--- config.mk ---
export PLATFORM = sky130hd
export DESIGN_NAME = pwm3_ctrl
export DESIGN_NICKNAME = d
export VERILOG_FILES = /design/src/rtl/pwm3_pkg.sv /design/src/rtl/pwm3_timebase.sv /design/src/rtl/pwm3_deadband.sv /design/src/rtl/pwm3_fault_guard.sv /design/src/rtl/pwm3_ctrl.sv
export SDC_FILE = /design/constraint.sdc
export NUM_CORES = 1
export LEC_CHECK = 0
export BUFFER_PORTS_ARGS = -buffer_cell sky130_fd_sc_hd__buf_2
export CAP_MARGIN = 15
export CORE_MARGIN = 4
export CORE_UTILIZATION = 32
export CTS_BUF_LIST = sky130_fd_sc_hd__clkbuf_16
export DETAILED_ROUTE_END_ITERATION = 8
export GPL_ROUTABILITY_DRIVEN = 0
export GPL_TIMING_DRIVEN = 0
export PLACE_DENSITY = 0.53
export SKIP_LAST_GASP = 1
export SLEW_MARGIN = 20
export SYNTH_ARGS = -nofsm -noshare
export SYNTH_HDL_FRONTEND = slang
export SYNTH_SLANG_ARGS = --single-unit
--- constraint.sdc ---
create_clock -name clk -period 28.9 [get_ports clk]
set_input_delay 2.89 -clock clk [delete_from_list [all_inputs] [get_ports clk]]
set_output_delay 2.89 -clock clk [all_outputs]
set_load 0.05 [all_outputs]
--- src/rtl/pwm3_pkg.sv ---
package pwm3_pkg;

  // Undelayed high-side on-time, in cycles, for compare value d.
  function automatic int unsigned hi_cycles(int unsigned d, int unsigned per, logic center);
    if (d > per) return center ? 2 * per : per + 1;
    if (center) return (d == 0) ? 0 : 2 * d - 1;
    return d;
  endfunction

  // Compare value actually used for a period, after the runt rule.
  function automatic int unsigned shape_duty(int unsigned d, int unsigned dead,
                                             int unsigned per, logic center);
    int unsigned full, hi, lo, dc;
    full = center ? 2 * per : per + 1;
    dc   = (d > per) ? per + 1 : d;
    hi   = hi_cycles(dc, per, center);
    lo   = full - hi;
    if (hi != 0 && hi < 2 * dead) return 0;
    if (lo != 0 && lo < 2 * dead) return per + 1;
    return dc;
  endfunction

endpackage

--- src/rtl/pwm3_timebase.sv ---
module pwm3_timebase #(
  parameter int CW = 12
) (
  input  logic          clk,
  input  logic          rst_n,
  input  logic          center_i,
  input  logic [CW-1:0] period_i,
  output logic [CW-1:0] cnt_o,
  output logic          up_o,
  output logic          wrap_o
);
  logic [CW-1:0] cnt, nxt;
  logic          up, nxt_up;

  always_comb begin
    nxt    = cnt;
    nxt_up = up;
    if (!center_i) begin
      nxt_up = 1'b1;
      nxt    = (cnt >= period_i) ? '0 : cnt + 1'b1;
    end else if (up) begin
      if (cnt >= period_i) begin
        nxt    = (period_i == '0) ? '0 : period_i - 1'b1;
        nxt_up = (period_i <= CW'(1));
      end else begin
        nxt = cnt + 1'b1;
      end
    end else begin
      nxt = (cnt == '0) ? '0 : cnt - 1'b1;
      if (cnt <= CW'(1)) nxt_up = 1'b1;
    end
  end

  always_ff @(posedge clk) begin
    if (!rst_n) begin
      cnt <= '0;
      up  <= 1'b1;
    end else begin
      cnt <= nxt;
      up  <= nxt_up;
    end
  end

  assign cnt_o  = cnt;
  assign up_o   = up;
  assign wrap_o = (nxt == '0);
endmodule

--- src/rtl/pwm3_deadband.sv ---
module pwm3_deadband #(
  parameter int DW = 8
) (
  input  logic          clk,
  input  logic          rst_n,
  input  logic          raw_i,
  input  logic [DW-1:0] dead_i,
  output logic          hi_o,
  output logic          lo_o
);
  logic          side;
  logic [DW-1:0] wait_cnt;
  logic          settled;

  always_ff @(posedge clk) begin
    if (!rst_n) begin
      side     <= 1'b0;
      wait_cnt <= '1;
    end else if (raw_i != side) begin
      side     <= raw_i;
      wait_cnt <= dead_i;
    end else if (wait_cnt != '0) begin
      wait_cnt <= wait_cnt - 1'b1;
    end
  end

  assign settled = (wait_cnt == '0);
  assign hi_o    = side & settled;
  assign lo_o    = ~side & settled;
endmodule

--- src/rtl/pwm3_fault_guard.sv ---
module pwm3_fault_guard #(
  parameter int NF = 3
) (
  input  logic          clk,
  input  logic          rst_n,
  input  logic [NF-1:0] fault_i,
  input  logic          clr_i,
  output logic          force_o,
  output logic          latched_o
);
  logic any_fault, s1, s2, latched;

  assign any_fault = |fault_i;

  always_ff @(posedge clk) begin
    if (!rst_n) begin
      s1      <= 1'b0;
      s2      <= 1'b0;
      latched <= 1'b0;
    end else begin
      s1 <= any_fault;
      s2 <= s1;
      if (s2) latched <= 1'b1;
      else if (clr_i && !s1 && !any_fault) latched <= 1'b0;
    end
  end

  assign latched_o = latched;
  assign force_o   = any_fault | latched;
endmodule

--- src/rtl/pwm3_ctrl.sv ---
module pwm3_ctrl #(
  parameter int NPH = 3,
  parameter int CW  = 12,
  parameter int DW  = 8,
  parameter int NF  = 3
) (
  input  logic              clk,
  input  logic              rst_n,
  input  logic              center_i,
  input  logic [CW-1:0]     period_i,
  input  logic [NPH*CW-1:0] duty_i,
  input  logic [DW-1:0]     dead_i,
  input  logic [CW-1:0]     trig_pt_i,
  input  logic              pol_low_i,
  input  logic [NF-1:0]     fault_i,
  input  logic              fault_hiz_i,
  input  logic              fault_clr_i,
  output logic [2*NPH-1:0]  gate_o,
  output logic [2*NPH-1:0]  gate_oe_o,
  output logic              adc_trig_o
);
  localparam int NG  = 2 * NPH;
  localparam int DUW = CW + 1;

  logic [CW-1:0]      period_act, trig_act;
  logic [DW-1:0]      dead_act;
  logic               center_act;
  logic [NPH*DUW-1:0] duty_act_flat;
  logic               primed, load_evt;
  logic [CW-1:0]      cnt_w;
  logic               up_w, wrap_w;
  logic [NPH-1:0]     raw_w;
  logic [NG-1:0]      act_w;
  logic               force_w, fault_latched;
  logic               adc_q;

  assign load_evt = wrap_w | ~primed;

  always_ff @(posedge clk) begin
    if (!rst_n) begin
      primed        <= 1'b0;
      period_act    <= '0;
      trig_act      <= '0;
      dead_act      <= '0;
      center_act    <= 1'b0;
      duty_act_flat <= '0;
    end else if (load_evt) begin
      primed     <= 1'b1;
      period_act <= period_i;
      trig_act   <= trig_pt_i;
      dead_act   <= dead_i;
      center_act <= center_i;
      for (int k = 0; k < NPH; k++) begin
        duty_act_flat[k*DUW +: DUW] <= DUW'(pwm3_pkg::shape_duty(
          int'(duty_i[k*CW +: CW]), int'(dead_i), int'(period_i), center_i));
      end
    end
  end

  pwm3_timebase #(.CW(CW)) u_tb (
    .clk(clk), .rst_n(rst_n), .center_i(center_act), .period_i(period_act),
    .cnt_o(cnt_w), .up_o(up_w), .wrap_o(wrap_w)
  );

  generate
    for (genvar k = 0; k < NPH; k++) begin : g_phase
      assign raw_w[k] = ({1'b0, cnt_w} < duty_act_flat[k*DUW +: DUW]);
      pwm3_deadband #(.DW(DW)) u_db (
        .clk(clk), .rst_n(rst_n), .raw_i(raw_w[k]), .dead_i(dead_act),
        .hi_o(act_w[2*k]), .lo_o(act_w[2*k+1])
      );
    end
  endgenerate

  pwm3_fault_guard #(.NF(NF)) u_fg (
    .clk(clk), .rst_n(rst_n), .fault_i(fault_i), .clr_i(fault_clr_i),
    .force_o(force_w), .latched_o(fault_latched)
  );

  always_comb begin
    for (int i = 0; i < NG; i++) begin
      gate_o[i]    = force_w ? pol_low_i : (act_w[i] ^ pol_low_i);
      gate_oe_o[i] = ~(force_w & fault_hiz_i);
    end
  end

  always_ff @(posedge clk) begin
    if (!rst_n) adc_q <= 1'b0;
    else        adc_q <= (cnt_w == trig_act) && up_w;
  end

  assign adc_trig_o = adc_q;
endmodule

==> impl_metrics.ini <==
[logic_synthesis]
synth_top_cell_by_area = ha_1
synth_fa_ha_area_share_pct = 18.2
synthCells = 2046
ys_async_sr_fraction_pct = 0
synth_seq_cells = 117
synth_ff_type = dfxtp_1
yosysUniqueCellTypes = 96
synth_area_um2 = 15300
yosys-top-cells-area = ha_1 (18%), dfxtp_1 (15%), mux2i_1 (5.6%), xnor2_1 (5.1%), nand2_1 (4.9%)
synthMuxAreaShare_pct = 7.11
synth_compound_area_share_pct = 24.1
yosysTopAreaCellShare_pct = 17.8
avgSynthCellArea_um2 = 7.49
synth_edf_count = 0
seq_area_frac_synth_pct = 15.3
syn-num-nets = 2344
yosysWarnings = 0
yosys.area_share.simple_pct = 22.1
synth_top_family_by_area = compound AO/OA/AOI/OAI gates
synth-xor-area-share_pct = 6.69

[critical_path]
cp.required_ns = 29.25
cp_max_fo = 10
crit_type = in2reg
cp_slowest_stage_delay_ns = 0.77
start_kind = input port
crit_top_cell = clkbuf_1
critPathSlowestCell = o31ai_1
crit_arrival_ns = 14.66
end_kind = flop

[finish]
layout_commonest_cell = ha_1
multi_input_area_um2 = 12000
drive_gt1_share_pct = 9.15
final_nets = 2449
diodes = 0
layout_common_cells = ha_1 (218), nand2_1 (199), nor2_1 (174)
seqCellArea_um2 = 2340
fillCellCount = 4916
final_core_util_pct = 36.6
area_growth_pct = 12.0

[cts]
cts_max_level = 4
holdBufCountCts = 0
cts_tree = built
cts.path.max_buffers = 2
clock_latency_ns = 0.42
cts_num_sinks = 117
cts_buffers = 17
root_buffer = clkbuf_16
postCtsSetupRepairBufs = 0
clk_pin_slew_ns = 0.06
cts-resized-gates = 0

[timing]
skew_ns = 0.00875
tightest_slew_ns = 1.23
fin_crit_sh_pct = 49.5
rsz0062_at_grt = no
slew_viol_final = 0
fmax_ghz = 0.0699
period_needed_ns = 14.31
slew_headroom_pct = 17.8
finalSetupTns_ns = 0
fin_ws_ns = 14.59
hold_viol = 0
setup_viol = 0

[die]
die_area_um2 = 51500
core-area_um2 = 47000
rows = 79
start_util_pct = 32.6
die_w_um = 227
die_y_um = 227
boundaryPins = 90

[global_routing]
grt_pass1_wl_um = 89200
grt_pass1_vias = 15200
grt_antenna_before_repair = 0
grt_overflow = 0
grt_start_max_net_pins = 17
grt_use_total_pct = 22.4

[placement]
dp_slack_ns = 14.46
io_buffers = 84
hpwlAfterDp_um = 47500

[routing]
routed_wl_um = 59100
highest_layer = met4
drtIter0Drc = 1407
dr_wl_met3_um = 3970
drt-pass1-iter-count = 8
post_drt_wl_per_cell_um = 21.3
met1Wirelength_um = 25500
vias_per_cell = 5.76
antenna_left = 0
drc_errors = 0
wl_met2_um = 26600
vias = 16000

[run_status]
status = completed

[job]
max_cap_violations = 0

[power]
powerDensity_nw_per_um2 = 72.8
p_leak_nw = 7.63
max-vdd-ir-drop_mv = 0.0504

[worst_hold_path]
hp-class = reg2reg
==> cells in the mapped netlist (all sizes together) (18+ instances only) <==
library cell,number
inv,169
a22oi,19
nor2,175
nand4,40
o21a,35
and2,21
a211oi,20
nor2b,18
nand3,51
xnor2,90
a21o,70
a21oi,147
nand2b,22
mux2i,86
nand2,199
buf,26
a22o,23
dfxtp,117
mux2,20
ha,218
nor4,24
o21ai,98
nor3,58
clkbuf,57
xor2,27
==> per-layer routing <==
layer  track usage, %  vias up
li1                 -     7637
met1             29.2     7468
met2             36.4      679
met3             2.86      166
met4             11.0        0
met5                0        -
==> path summary, 6_finish.rpt <==
| kind | startpoint | to | slack, ns | cells past startpoint |
|---|---|---|---|---|
| worst max-delay path | period_i[9] | duty_act_flat[31] | 14.59 | 43 |
| worst max register to register | u_tb.cnt_o[2] | duty_act_flat[7] | 23.20 | 15 |
| worst min register to register | u_fg.s2 | u_fg.latched_o | 0.44 | 2 |
| worst min-delay path | u_fg.s2 | u_fg.latched_o | 0.44 | 2 |
==> through the flow <==
stage	total power, mW	std cells	instance area (µm²)	hold WS (ns)
3_3_place_gp	0.995	2737	16500	0.419
4_1_cts	1.24	2771	17200	0.450
3_5_place_dp	1.01	2739	16500	0.437
6_report	1.25	2771	17200	0.440
2_1_floorplan	0.814	2046	15300	0.413
5_1_grt	1.35	2771	17200	0.481
==> cell type report <==
type / count / area share, %
Sequential cell: 117 / 13.6
Multi-Input combinational cell: 1677 / 69.9
Buffer: 83 / 2.10
Tap cell: 607 / 4.42
Clock inverter: 15 / 1.20
Timing Repair Buffer: 86 / 2.54
Inverter: 169 / 3.69
Clock buffer: 17 / 2.48
==> sequential cells by signal (all words and copies together), names as in the netlist, 3 cells and up <==
signal / count
dead_act: 8
duty_act_flat: 39
g_phase.u_db.side: 3
g_phase.u_db.wait_cnt: 24
period_act: 12
trig_act: 12
u_tb.cnt_o: 12
==> kinds of logic (layout without fill, tap and decap cells) <==
group,after synthesis,in the layout
multiplexers,106,106
AND/OR/NAND/NOR,687,687
AO/OA/AOI/OAI,546,546
adder cells (fa/ha/maj),221,221
buffers and inverters,252,370
flip-flops,117,117
XOR/XNOR,117,117
==> power by group <==
| part | leakage, nW | switching, mW | internal, mW | total, mW |
|---|---|---|---|---|
| Sequential | 0.968 | 0.0455 | 0.212 | 0.257 |
| Clock | 0.307 | 0.0806 | 0.145 | 0.225 |
| Combinational | 6.36 | 0.455 | 0.312 | 0.767 |
==> worst max-delay path, delay by kind of cell <==
| family | cells | cell delay [ns] |
|---|---|---|
| compound gates | 19 | 4.29 |
| fa+ha+maj | 5 | 1.47 |
| buf+inv | 10 | 3.50 |
| mux | 2 | 1.32 |
| simple gates | 7 | 1.17 |
Note: power is estimated with default switching activity, not from simulation.
